`src/rtl/gpio_irq_pkg.sv`:
```
package gpio_irq_pkg;
  typedef enum logic [1:0] {
    SENS_LOW  = 2'b00,
    SENS_BOTH = 2'b01,
    SENS_FALL = 2'b10,
    SENS_RISE = 2'b11
  } sens_e;

  localparam logic [1:0] ADDR_SENS = 2'd0;
  localparam logic [1:0] ADDR_MASK = 2'd1;
  localparam logic [1:0] ADDR_PEND = 2'd2;
endpackage

```
`src/rtl/gpio_irq_sync.sv`:
```
module gpio_irq_sync #(
  parameter int WIDTH  = 16,
  parameter int STAGES = 2
) (
  input  logic             clk,
  input  logic             rst,
  input  logic [WIDTH-1:0] async_i,
  output logic [WIDTH-1:0] sync_o
);
  logic [WIDTH-1:0] stage_q [STAGES];

  for (genvar k = 0; k < STAGES; k++) begin : g_stage
    if (k == 0) begin : g_first
      always_ff @(posedge clk) begin
        if (rst) stage_q[k] <= '0;
        else     stage_q[k] <= async_i;
      end
    end else begin : g_next
      always_ff @(posedge clk) begin
        if (rst) stage_q[k] <= '0;
        else     stage_q[k] <= stage_q[k-1];
      end
    end
  end

  assign sync_o = stage_q[STAGES-1];
endmodule

```
`src/rtl/gpio_irq_edge.sv`:
```
module gpio_irq_edge
  import gpio_irq_pkg::*;
(
  input  logic       clk,
  input  logic       rst,
  input  logic       sync_i,
  input  logic [1:0] sens_i,
  input  logic       clr_i,
  output logic       pend_o
);
  logic prev_q;
  logic pend_q;
  logic hit;

  always_comb begin
    case (sens_e'(sens_i))
      SENS_RISE: hit = sync_i & ~prev_q;
      SENS_FALL: hit = ~sync_i & prev_q;
      SENS_BOTH: hit = sync_i ^ prev_q;
      SENS_LOW:  hit = ~sync_i;
      default:   hit = 1'b0;
    endcase
  end

  always_ff @(posedge clk) begin
    if (rst) begin
      prev_q <= 1'b0;
      pend_q <= 1'b0;
    end else begin
      prev_q <= sync_i;
      if (hit)        pend_q <= 1'b1;
      else if (clr_i) pend_q <= 1'b0;
    end
  end

  assign pend_o = pend_q;

  // a hit wins against a clear in the same cycle
  p_hit_sets_r11: assert property (@(posedge clk) disable iff (rst)
    hit |=> pend_q);

  // a clear with no hit empties the bit
  p_clear_r10: assert property (@(posedge clk) disable iff (rst)
    (clr_i && !hit) |=> !pend_q);

  // without a hit or a clear the bit holds
  p_hold_r10: assert property (@(posedge clk) disable iff (rst)
    (!clr_i && !hit) |=> $stable(pend_q));
endmodule

```
`src/rtl/gpio_irq_regs.sv`:
```
module gpio_irq_regs
  import gpio_irq_pkg::*;
#(
  parameter int LINES  = 16,
  parameter int DATA_W = 32
) (
  input  logic                 clk,
  input  logic                 rst,
  input  logic                 wr_en,
  input  logic                 rd_en,
  input  logic [1:0]           addr_i,
  input  logic [DATA_W-1:0]    wdata_i,
  input  logic [LINES-1:0]     pend_i,
  output logic [DATA_W-1:0]    rdata_o,
  output logic [2*LINES-1:0]   sens_o,
  output logic [LINES-1:0]     mask_o,
  output logic [LINES-1:0]     clr_o
);
  localparam int SW = 2 * LINES;

  logic [SW-1:0]     sens_q;
  logic [LINES-1:0]  mask_q;
  logic [DATA_W-1:0] rdata_q;
  logic [DATA_W-1:0] rd_mux;

  always_comb begin
    rd_mux = '0;
    case (addr_i)
      ADDR_SENS: rd_mux[SW-1:0]    = sens_q;
      ADDR_MASK: rd_mux[LINES-1:0] = mask_q;
      ADDR_PEND: rd_mux[LINES-1:0] = pend_i;
      default:   rd_mux = '0;
    endcase
  end

  always_ff @(posedge clk) begin
    if (rst) begin
      sens_q  <= '1;
      mask_q  <= '0;
      rdata_q <= '0;
    end else begin
      if (wr_en && addr_i == ADDR_SENS) sens_q <= wdata_i[SW-1:0];
      if (wr_en && addr_i == ADDR_MASK) mask_q <= wdata_i[LINES-1:0];
      if (rd_en) rdata_q <= rd_mux;
    end
  end

  assign clr_o   = (wr_en && addr_i == ADDR_PEND) ? wdata_i[LINES-1:0] : '0;
  assign sens_o  = sens_q;
  assign mask_o  = mask_q;
  assign rdata_o = rdata_q;

  // a pending read returns the bits present at the strobe
  p_read_pend_r4: assert property (@(posedge clk) disable iff (rst)
    (rd_en && addr_i == ADDR_PEND) |=> rdata_o[LINES-1:0] == $past(pend_i));

  // a mask write lands in the next cycle
  p_mask_write_r9: assert property (@(posedge clk) disable iff (rst)
    (wr_en && addr_i == ADDR_MASK) |=> mask_o == $past(wdata_i[LINES-1:0]));
endmodule

```
`src/rtl/gpio_irq_route.sv`:
```
module gpio_irq_route #(
  parameter int LINES   = 16,
  parameter int DED     = 5,
  parameter int LO_LAST = 9
) (
  input  logic             clk,
  input  logic             rst,
  input  logic [LINES-1:0] pend_i,
  input  logic [LINES-1:0] mask_i,
  output logic [DED-1:0]   irq_ded_o,
  output logic             irq_lo_o,
  output logic             irq_hi_o
);
  localparam int HI_FIRST = LO_LAST + 1;

  logic [LINES-1:0] live;
  logic [DED-1:0]   ded_q;
  logic             lo_q;
  logic             hi_q;

  assign live = pend_i & mask_i;

  always_ff @(posedge clk) begin
    if (rst) begin
      ded_q <= '0;
      lo_q  <= 1'b0;
      hi_q  <= 1'b0;
    end else begin
      ded_q <= live[DED-1:0];
      lo_q  <= |live[LO_LAST:DED];
      hi_q  <= |live[LINES-1:HI_FIRST];
    end
  end

  assign irq_ded_o = ded_q;
  assign irq_lo_o  = lo_q;
  assign irq_hi_o  = hi_q;

  // each dedicated output follows its own line
  p_dedicated_r1: assert property (@(posedge clk) disable iff (rst)
    1'b1 |=> irq_ded_o == $past(pend_i[DED-1:0] & mask_i[DED-1:0]));

  // the low shared output is held by any live line of its group
  p_group_lo_r2: assert property (@(posedge clk) disable iff (rst)
    (|(pend_i[LO_LAST:DED] & mask_i[LO_LAST:DED])) |=> irq_lo_o);

  // the high shared output is held by any live line of its group
  p_group_hi_r3: assert property (@(posedge clk) disable iff (rst)
    (|(pend_i[LINES-1:HI_FIRST] & mask_i[LINES-1:HI_FIRST])) |=> irq_hi_o);

  // a fully masked set of lines raises no request
  p_all_masked_r9: assert property (@(posedge clk) disable iff (rst)
    (mask_i == '0) |=> (irq_ded_o == '0 && !irq_lo_o && !irq_hi_o));
endmodule

```
`src/rtl/gpio_irq_aggregator.sv`:
```
module gpio_irq_aggregator #(
  parameter int NUM_LINES   = 16,
  parameter int SYNC_STAGES = 2,
  parameter int NUM_DED     = 5,
  parameter int LO_LAST     = 9,
  parameter int DATA_W      = 32
) (
  input  logic                 clk,
  input  logic                 rst,
  input  logic [NUM_LINES-1:0] gpio_i,
  input  logic                 cfg_wr_en,
  input  logic                 cfg_rd_en,
  input  logic [1:0]           cfg_addr,
  input  logic [DATA_W-1:0]    cfg_wdata,
  output logic [DATA_W-1:0]    cfg_rdata,
  output logic [NUM_DED-1:0]   irq_line_o,
  output logic                 irq_grp_lo_o,
  output logic                 irq_grp_hi_o
);
  localparam int SENS_W = 2 * NUM_LINES;

  logic [NUM_LINES-1:0] line_sync;
  logic [NUM_LINES-1:0] pend;
  logic [NUM_LINES-1:0] mask;
  logic [NUM_LINES-1:0] clr;
  logic [SENS_W-1:0]    sens;

  gpio_irq_sync #(.WIDTH(NUM_LINES), .STAGES(SYNC_STAGES)) u_sync (
    .clk     (clk),
    .rst     (rst),
    .async_i (gpio_i),
    .sync_o  (line_sync)
  );

  for (genvar i = 0; i < NUM_LINES; i++) begin : g_line
    gpio_irq_edge u_edge (
      .clk    (clk),
      .rst    (rst),
      .sync_i (line_sync[i]),
      .sens_i (sens[2*i +: 2]),
      .clr_i  (clr[i]),
      .pend_o (pend[i])
    );
  end

  gpio_irq_regs #(.LINES(NUM_LINES), .DATA_W(DATA_W)) u_regs (
    .clk     (clk),
    .rst     (rst),
    .wr_en   (cfg_wr_en),
    .rd_en   (cfg_rd_en),
    .addr_i  (cfg_addr),
    .wdata_i (cfg_wdata),
    .pend_i  (pend),
    .rdata_o (cfg_rdata),
    .sens_o  (sens),
    .mask_o  (mask),
    .clr_o   (clr)
  );

  gpio_irq_route #(.LINES(NUM_LINES), .DED(NUM_DED), .LO_LAST(LO_LAST)) u_route (
    .clk       (clk),
    .rst       (rst),
    .pend_i    (pend),
    .mask_i    (mask),
    .irq_ded_o (irq_line_o),
    .irq_lo_o  (irq_grp_lo_o),
    .irq_hi_o  (irq_grp_hi_o)
  );

  // reset leaves every request output low
  p_reset_quiet_r13: assert property (@(posedge clk)
    rst |=> (irq_line_o == '0 && !irq_grp_lo_o && !irq_grp_hi_o));
endmodule

```
`config.mk`:
```
export PLATFORM = sky130hd
export DESIGN_NAME = gpio_irq_aggregator
export DESIGN_NICKNAME = d
export VERILOG_FILES = /design/src/rtl/gpio_irq_pkg.sv /design/src/rtl/gpio_irq_sync.sv /design/src/rtl/gpio_irq_edge.sv /design/src/rtl/gpio_irq_regs.sv /design/src/rtl/gpio_irq_route.sv /design/src/rtl/gpio_irq_aggregator.sv
export SDC_FILE = /design/constraint.sdc
export NUM_CORES = 1
export LEC_CHECK = 0
export ABC_AREA = 1
export BUFFER_PORTS_ARGS = -buffer_cell sky130_fd_sc_hd__buf_2
export CAP_MARGIN = 0
export CELL_PAD_IN_SITES_DETAIL_PLACEMENT = 0
export CELL_PAD_IN_SITES_GLOBAL_PLACEMENT = 1
export CORE_ASPECT_RATIO = 0.75
export CORE_MARGIN = 2
export CORE_UTILIZATION = 41
export DETAILED_ROUTE_END_ITERATION = 16
export PLACE_DENSITY = 0.79
export SLEW_MARGIN = 20
export SYNTH_ARGS = -nofsm -noshare
export SYNTH_HDL_FRONTEND = slang
export SYNTH_SLANG_ARGS = --single-unit
```
`constraint.sdc`:
```
create_clock -name clk -period 1.67 [get_ports clk]
set_clock_uncertainty 0.2 [all_clocks]
set_input_delay 0.2505 -clock clk [delete_from_list [all_inputs] [get_ports clk]]
set_output_delay 0.2505 -clock clk [all_outputs]
set_load 0.05 [all_outputs]
```
==> results of run 1 <==
==> metrics by stage <==
step | setup WS (ns) | util | instances
2_1_floorplan | 0.400 | - | 853
3_3_place_gp | 0.190 | 0.462 | 1121
3_5_place_dp | 0.200 | 0.462 | 1121
4_1_cts | 0.172 | 0.537 | 1201
5_1_grt | 0.139 | 0.537 | 1201
6_report | 0.188 | 0.537 | 1201
==> cells in the final DEF (no fill, tap or decap), types with 3 or more instances in the layout <==
master         Yosys  final
nor2_1            56     56
ha_1              32     32
buf_2             15     92
o21ai_0           36     36
bufinv_16          0      5
nand2_1          223    223
buf_4              6      7
dfxtp_1          151    151
inv_1            127    127
inv_4              3      3
nand3_1           80     80
clkinv_4           0      3
clkbuf_16          0     17
dlygate4sd3_1      0     48
a21oi_1           64     64
o211ai_1          30     30
buf_12             0      6
==> timing repair <==
action,CTS,global route
hold buffers,48,0
endpoints found under the setup margin,0,0
gates resized for setup,0,0
endpoints found under the hold margin,80,0
==> layer usage <==
| metal | wire length [um] | vias to the layer above | track usage |
|---|---|---|---|
| met5 | 0 | - | 0 |
| met4 | 174 | 0 | 0.0578 |
| met3 | 1100 | 14 | 0.0488 |
| met2 | 5760 | 156 | 0.252 |
| met1 | 8460 | 2392 | 0.312 |
| li1 | - | 2946 | - |
==> report_power, final <==
part	total [uW]	switching [uW]	internal (uW)
clock	4200	1470	2730
sequential	3940	149	3800
combinational	995	623	372
==> worst paths after layout <==
check | from | cells after the start | end | slack [ns]
min reg2reg | u_sync.stage_q[0][0] | 2 | u_sync.stage_q[1][0] | 0.20
min | cfg_wr_en | 4 | u_regs.sens_o[27] | 0.02
max | u_regs.rdata_o[11] | 1 | cfg_rdata[11] | 0.19
max reg2reg | g_line[13].u_edge.prev_q | 7 | g_line[13].u_edge.pend_o | 0.26
==> cell families (layout without fill, tap and decap cells) <==
logic type,count (synthesis),in the layout
and+or+nand+nor,365,365
adders and majority gates,32,32
DFF,151,151
buffers and inverters,173,316
AOI/OAI and AO/OA,132,132
==> area by class of cell <==
type                            count  area (um2)  share of cell area
Clock buffer                       21         460              0.0562
Clock inverter                     11         196              0.0240
Inverter                          131         499              0.0609
Multi-Input combinational cell    529        2650               0.323
Sequential cell                   151        3020               0.369
Tap cell                          205         256              0.0313
Timing Repair Buffer              153        1110               0.136
==> registers in the layout, indices dropped and copies added (netlist names) <==
signal	cells
g_line.u_edge.prev_q	16
u_route.irq_hi_o	1
g_line.u_edge.pend_o	16
u_regs.rdata_o	32
u_sync.stage_q	32
u_regs.mask_o	16
u_route.irq_ded_o	5
u_regs.sens_o	32
u_route.irq_lo_o	1
==> worst reg2reg max path, cell delays in order, from the launching register on <==
cell     delay (ns)
dfxtp_1        0.33
inv_1          0.05
ha_1           0.27
inv_1          0.04
nand2_1        0.04
nand2_1        0.05
o21ai_0        0.22
a21oi_1        0.10
==> flow_metrics.py, run 1 <==
metrics = {
    "clock_tree": {
        "root_buffer": "clkbuf_16",
        "path_clk_slew_ns": 0.06,
        "postCtsSetupRepairBufs": 0,
        "cts_buffer_depth": 2,
        "clk_latency_ns": 0.42,
        "cts_tree": "built",
        "h-tree-depth": 4,
        "clock-sinks": 151,
        "numCtsBuffers": 17,
    },
    "global_routing": {
        "grt_max_degree": 76,
        "antenna_found_initial": 0,
        "grt_usage": 0.195,
        "grt_pass1_wl_um": 25300,
        "grt_pass1_vias": 4810,
        "grt_overflow": 0,
    },
    "status": {
        "status": "finished clean",
    },
    "layout": {
        "nets": 1069,
        "areaGrowthSynthToFinish_pct": 27.5,
        "drive_gt1_frac": 0.145,
        "antenna_cells": 0,
        "fillers": 1505,
        "fin_area_um2": 8200,
    },
    "sta": {
        "fin_crit_sh": 0.887,
        "worstMarginPinSlew_ns": 0.454,
        "period_minus_slack_ns": 1.48,
        "relSlewSlack": 0.697,
        "tns_ns": 0,
        "fmax_mhz": 675,
        "rsz0062_at_grt": "no",
        "hold_slack_ns": 0.0204,
        "hold_viol_final": 0,
        "drv_slew": 0,
        "finalSetupViolCount": 0,
    },
    "hold_path": {
        "hp-class": "in -> reg",
    },
    "logic_synthesis": {
        "yosysSeqAreaShare": 0.470,
        "synth_fp_nets": 939,
        "synth_async_sr_flop_share": 0,
        "syn_area_per_cell_um2": 7.54,
        "synth_xor_area_frac": 0,
        "synth_top_family_by_area": "simple AND/OR/NAND/NOR gates",
        "yosysTopAreaCellShare": 0.470,
        "synthSimpleGateAreaFrac": 0.235,
        "synth_commonest_cells": "nand2_1 (223), dfxtp_1 (151), inv_1 (127)",
        "yosysMostFrequentCell": "nand2_1",
        "synth_adder_area_share": 0.0623,
        "ys_seq_elements": 151,
        "synth_area_leader_cell": "dfxtp_1",
        "synth_compound_area_frac": 0.115,
        "ys_types": 24,
        "synthMuxAreaShare": 0,
        "syn-cell-area_um2": 6430,
        "synth_edf_count": 0,
        "synth_area_leaders": "dfxtp_1 (47%), nand2_1 (13%), inv_1 (7.4%)",
        "synth_ff_type": "dfxtp_1",
        "syn_inst": 853,
        "yosys_warnings": 0,
    },
    "floorplan": {
        "core_area_um2": 15300,
        "io_pins": 93,
        "start_util": 0.421,
        "dieWidth_um": 149,
        "die_y_um": 112,
        "dieArea_um2": 16700,
        "rows": 39,
    },
    "run": {
        "timing.max_cap.violations": 0,
    },
    "routing": {
        "wirelength_um": 15500,
        "vias": 5508,
        "drtIter0Drc": 435,
        "dr.pass1.iters": 7,
        "drc": 0,
        "ant_nets": 0,
        "post_drt_wl_per_cell_um": 12.9,
        "via_per_inst": 4.59,
    },
    "power_and_ir_drop": {
        "worst_ir_drop_vdd_mv": 0.679,
        "powerDensity_nw_per_um2": 1120,
        "leakage_uw": 0.00388,
        "totalPowerFinal_uw": 9140,
    },
    "placed_design": {
        "placed_area_um2": 7060,
        "port_buffers": 92,
        "dpl.hpwl_um": 10800,
        "place_congestion": 0.787,
    },
    "critical_path": {
        "worst-endpoint-arrival_ns": 1.03,
        "path_cells": "buf_2",
        "slowest_stage": "dfxtp_1",
        "cp_top_family": "flip-flops",
        "start_kind": "flip-flop",
        "endpoint_kind": "primary output",
        "path_max_fanout": 2,
        "worst-path-buf-inv": 1,
        "required_ns": 1.22,
        "setup.worst_path.class": "reg -> out",
        "slowest_delay_ns": 0.34,
    },
}
(Power assumes the default switching activity.)
==> run 2: changes to the inputs <==
- CORE_UTILIZATION: 41 -> 30
- PLACE_DENSITY: 0.79 -> 0.61
==> flow_metrics.py, run 2 (synthesis gave the netlist of run 1 again) <==
metrics = {
    "floorplan": {
        "core_area_um2": 21100,
        "dieArea_um2": 22600,
        "dieWidth_um": 173,
        "die_y_um": 131,
        "io_pins": 93,
        "rows": 46,
        "start_util": 0.305,
    },
    "layout": {
        "nets": 1071,
        "fillers": 2275,
        "areaGrowthSynthToFinish_pct": 28.2,
        "antenna_cells": 0,
        "final_cell_mix": "nand2_1 (223), dfxtp_1 (151), inv_1 (127)",
        "drive_gt1_frac": 0.146,
        "layout_commonest_cell": "nand2_1",
    },
    "sta": {
        "worstMarginPinSlew_ns": 0.469,
        "fin_crit_sh": 0.888,
        "period_minus_slack_ns": 1.48,
        "hold_viol_final": 0,
        "fmax_mhz": 674,
        "drv_slew": 0,
        "finalSetupViolCount": 0,
        "rsz0062_at_grt": "no",
        "relSlewSlack": 0.687,
        "tns_ns": 0,
    },
    "routing": {
        "vias": 5453,
        "ant_nets": 0,
        "post_drt_wl_per_cell_um": 13.6,
        "wirelength_um": 17500,
        "dr.pass1.iters": 5,
        "drc": 0,
        "via_per_inst": 4.25,
        "drtIter0Drc": 389,
    },
    "global_routing": {
        "grt_max_degree": 88,
        "grt_pass1_vias": 4889,
        "grt_usage": 0.160,
        "antenna_found_initial": 0,
        "grt_overflow": 0,
        "grt_pass1_wl_um": 27700,
    },
    "critical_path": {
        "worst-endpoint-arrival_ns": 1.03,
        "setup.worst_path.class": "reg -> out",
        "crit_end": "cfg_rdata[29]",
        "required_ns": 1.22,
        "cp_top_family": "flip-flops",
        "endpoint_kind": "primary output",
        "slowest_delay_ns": 0.35,
        "path_max_fanout": 2,
        "path_cells": "buf_2",
        "r2r_end": "g_line[14].u_edge.pend_o",
        "r2r-start": "g_line[14].u_edge.prev_q",
        "r2r_cells": 7,
        "worst-path-buf-inv": 1,
        "slowest_stage": "dfxtp_1",
        "start_kind": "flip-flop",
        "cp-startpoint": "u_regs.rdata_o[29]",
        "r2r_slack_ns": 0.29,
        "cp_num_cells": 1,
    },
    "power_and_ir_drop": {
        "worst_ir_drop_vdd_mv": 0.627,
        "powerDensity_nw_per_um2": 1060,
        "leakage_uw": 0.00386,
        "totalPowerFinal_uw": 8730,
    },
    "clock_tree": {
        "numCtsBuffers": 17,
        "path_clk_slew_ns": 0.06,
        "cts_buffer_depth": 2,
        "clk_latency_ns": 0.42,
        "postCtsSetupRepairBufs": 0,
        "clock-sinks": 151,
        "cts_tree": "built",
        "h-tree-depth": 4,
        "root_buffer": "clkbuf_16",
    },
    "placed_design": {
        "place_congestion": 0.783,
        "port_buffers": 92,
        "dpl.hpwl_um": 12500,
    },
    "run": {
        "timing.max_cap.violations": 0,
    },
    "status": {
        "status": "finished clean",
    },
    "hold_path": {
        "hp-class": "in -> reg",
    },
}
-- run 2: cell count changes in the layout (fill, tap and decap cells not counted) --
cell        previous run  this run
buf_12                 6         7
buf_4                  7         8
bufinv_16              5         2
clkbuf_1               2         1
clkbuf_8               2         3
clkinv_2               1         5
clkinv_4               3         1
clkinvlp_4             2         1
-- run 2: worst min path at each step --
stage,startpoint,end,slack [ns],cells after the start
2_1_floorplan,gpio_i[0],u_sync.stage_q[0][0],0.16,2
3_3_place_gp,u_sync.stage_q[0][12],u_sync.stage_q[1][12],0.19,2
3_5_place_dp,u_sync.stage_q[0][5],u_sync.stage_q[1][5],0.19,2
4_1_cts,cfg_wr_en,u_regs.sens_o[27],0.006,4
5_1_grt,cfg_wr_en,u_regs.sens_o[29],0.04,4
6_report,cfg_wr_en,u_regs.sens_o[27],0.02,4
-- run 2: metrics by stage --
step	utilization	hold WS [ns]	cell area [um2]	std cells	setup WS [ns]
final	0.391	0.0211	8250	1284	0.187
after global routing	0.391	0.0372	8250	1284	0.131
after CTS	0.391	0.00594	8250	1284	0.164
after detailed placement	0.341	0.194	7190	1206	0.164
after global placement	0.341	0.190	7190	1206	0.178
after floorplan	-	0.157	6430	853	0.400
-- run 2: power breakdown --
part           switching, uW  internal (uW)  leakage [uW]
sequential               157           3800       0.00124
combinational            639            378       0.00234
clock                   1470           2290      0.000284
total                   2270           6460       0.00386
-- run 2: layout make-up --
type / instances / area (um2) / area share
clock buffers: 21 / 470 / 0.0571
multi-input cells: 529 / 2650 / 0.321
well taps: 288 / 360 / 0.0437
repair buffers: 155 / 1140 / 0.138
clock inverters: 9 / 101 / 0.0123
flip-flops and latches: 151 / 3020 / 0.367
inverters: 131 / 499 / 0.0605
-- run 2: worst register-to-register path, cell delays in order (launching register included) --
cell     delay, ns
dfxtp_1       0.33
inv_1         0.05
ha_1          0.26
inv_1         0.03
nand2_1       0.05
nand2_1       0.05
o21ai_0       0.20
a21oi_1       0.09
-- run 2: timing repair --
item,in CTS,in global routing
gates resized for setup,0,0
endpoints found under the hold margin,78,0
hold buffers,48,0
-- run 2: metal layers --
layer / routed length (um) / track usage / vias up
met4: 195 / 0.0419 / 0
met5: 0 / 0 / -
li1: - / - / 2948
met1: 10300 / 0.260 / 2382
met2: 6250 / 0.200 / 108
met3: 734 / 0.0367 / 15
==> run 3: changes to the inputs <==
- ABC_AREA: 1 -> default
- CTS_BUF_LIST: default -> sky130_fd_sc_hd__clkbuf_8
- PLACE_DENSITY: 0.61 -> 0.59
- TNS_END_PERCENT: default -> 50
==> flow_metrics.py, run 3 <==
metrics = {
    "placed_design": {
        "place_congestion": 0.792,
        "dpl.hpwl_um": 11700,
        "port_buffers": 92,
    },
    "sta": {
        "period_minus_slack_ns": 1.60,
        "finalSetupViolCount": 0,
        "hold_viol_final": 0,
        "worstMarginPinSlew_ns": 0.471,
        "drv_slew": 0,
        "tns_ns": 0,
        "fmax_mhz": 624,
        "rsz0062_at_grt": "no",
        "relSlewSlack": 0.678,
        "fin_crit_sh": 0.959,
    },
    "power_and_ir_drop": {
        "leakage_uw": 0.00334,
        "powerDensity_nw_per_um2": 944,
        "worst_ir_drop_vdd_mv": 0.415,
    },
    "routing": {
        "route.met2.wl_um": 6540,
        "via_per_inst": 4.38,
        "drtIter0Drc": 203,
        "post_drt_wl_per_cell_um": 14.2,
        "routedLengthMet1_um": 8670,
        "vias": 4997,
        "wl_met3_um": 800,
        "drc": 0,
        "ant_nets": 0,
        "wirelength_um": 16200,
        "dr.pass1.iters": 4,
        "top_layer_used": "met4",
    },
    "global_routing": {
        "grt_pass1_vias": 4666,
        "grt_pass1_wl_um": 25600,
        "grt_usage": 0.146,
        "grt_overflow": 0,
        "antenna_found_initial": 0,
        "grt_max_degree": 36,
    },
    "logic_synthesis": {
        "synth_commonest_cells": "dfxtp_1 (151), nand2_1 (108), nor2b_1 (55)",
        "yosysTopAreaCellShare": 0.468,
        "yosys_warnings": 0,
        "ys_seq_elements": 151,
        "synth_async_sr_flop_share": 0,
        "yosysMostFrequentCell": "dfxtp_1",
        "syn-cell-area_um2": 6450,
        "synth_area_leader_cell": "dfxtp_1",
        "synth_edf_count": 0,
        "ys_types": 42,
        "synth_fp_nets": 779,
        "syn_area_per_cell_um2": 9.31,
        "synth_area_leaders": "dfxtp_1 (47%), mux2i_1 (7.4%), nand2_1 (6.3%)",
        "yosysSeqAreaShare": 0.468,
        "synth_ff_type": "dfxtp_1",
        "syn_inst": 693,
    },
    "layout": {
        "fillers": 2150,
        "layout_commonest_cell": "dfxtp_1",
        "final_cell_mix": "dfxtp_1 (151), nand2_1 (108), buf_2 (91)",
        "antenna_cells": 0,
        "drive_gt1_frac": 0.197,
        "areaGrowthSynthToFinish_pct": 27.4,
        "nets": 926,
        "final_core_util": 0.389,
    },
    "clock_tree": {
        "cts_buffer_depth": 2,
        "h-tree-depth": 4,
        "clk_latency_ns": 0.45,
        "path_clk_slew_ns": 0.08,
        "postCtsSetupRepairBufs": 0,
        "root_buffer": "clkbuf_8",
        "clock-sinks": 151,
        "numCtsBuffers": 17,
        "cts_tree": "built",
    },
    "critical_path": {
        "cp_top_family": "flip-flops",
        "worst-endpoint-arrival_ns": 1.73,
        "start_kind": "flip-flop",
        "path_cells": "inv_1, ha_1, mux2_2, and3_1, a311o_1",
        "endpoint_kind": "flip-flop",
        "setup.worst_path.class": "reg -> reg",
        "required_ns": 1.80,
        "worst-path-buf-inv": 1,
        "path_max_fanout": 3,
        "slowest_delay_ns": 0.36,
        "slowest_stage": "dfxtp_1",
    },
    "floorplan": {
        "dieArea_um2": 22700,
        "start_util": 0.305,
        "die_y_um": 131,
        "io_pins": 93,
        "core_area_um2": 21100,
        "dieWidth_um": 173,
        "rows": 46,
    },
    "hold_path": {
        "hp-class": "in -> reg",
    },
    "run": {
        "timing.max_cap.violations": 0,
    },
    "status": {
        "status": "finished clean",
    },
}
-- run 3: cell count changes after synthesis, sizes merged, moves of 9 or more --
cell and change:
a311oi +15, o211ai -29, nor2b +56, a311o +9, nand2b +15, o21ai -16, inv -98, nand2 -117
mux2i +48, a21oi -16, nand3 -81, or2 +22
-- run 3: cell families after synthesis --
| group | synth area share |
|---|---|
| AND/OR/NAND/NOR | 0.204 |
| flip-flops | 0.468 |
| AO/OA/AOI/OAI | 0.127 |
| buffers and inverters | 0.0609 |
| multiplexers | 0.0780 |
| adder cells (fa/ha/maj) | 0.0621 |
-- run 3: cell type report --
| type | instances | area, um2 | area share |
|---|---|---|---|
| Sequential cell | 151 | 3020 | 0.368 |
| Inverter | 33 | 124 | 0.0151 |
| Multi-Input combinational cell | 468 | 3040 | 0.370 |
| Tap cell | 288 | 360 | 0.0438 |
| Clock inverter | 13 | 155 | 0.0189 |
| Timing Repair Buffer | 169 | 1270 | 0.154 |
| Clock buffer | 18 | 248 | 0.0301 |
-- run 3: what timing repair did --
item | in CTS | in global routing
endpoints found under the setup margin | 0 | 1
gates resized for setup | 0 | 1
hold buffers | 55 | 0
hold endpoints to repair | 81 | 0
-- run 3: path summary, 6_finish.rpt --
| path | start | endpoint | slack (ns) | cells after the start |
|---|---|---|---|---|
| worst min-delay path | cfg_addr[0] | u_regs.rdata_o[4] | 0.09 | 4 |
| worst max register to register | u_sync.stage_q[1][13] | g_line[13].u_edge.pend_o | 0.07 | 5 |
| worst max-delay path | u_sync.stage_q[1][13] | g_line[13].u_edge.pend_o | 0.07 | 5 |
| worst min register to register | u_sync.stage_q[0][11] | u_sync.stage_q[1][11] | 0.24 | 1 |
-- run 3: layer usage --
| metal | GRT usage | up-vias |
|---|---|---|
| met4 | 0.0548 | 0 |
| li1 | - | 2602 |
| met3 | 0.0367 | 11 |
| met5 | 0 | - |
| met1 | 0.210 | 2282 |
| met2 | 0.209 | 102 |
-- run 3: worst register-to-register path: stages, from the launching register on --
cell and delay, ns:
dfxtp_1 0.36, inv_1 0.07, ha_1 0.18, mux2_2 0.25, and3_1 0.18, a311o_1 0.26
-- run 3: metrics by stage --
step,setup slack (ns),hold WS [ns],cell area (um2),instances,total power (uW)
after floorplan,0.163,0.178,6450,693,4530
after global placement,0.0913,0.221,7260,1054,4810
after detailed placement,0.0667,0.224,7260,1054,4830
after CTS,0.0647,0.0570,8220,1140,7860
after global routing,0.00639,0.0602,8220,1140,8100
final,0.0679,0.0922,8220,1140,7760
-- run 3: where the power goes --
| group | leakage [uW] | switching, uW | internal [uW] | total (uW) |
|---|---|---|---|---|
| sequential | 0.00124 | 123 | 3760 | 3880 |
| clock | 0.000206 | 1420 | 1500 | 2920 |
| combinational | 0.00190 | 536 | 423 | 959 |
| total | 0.00334 | 2080 | 5680 | 7760 |
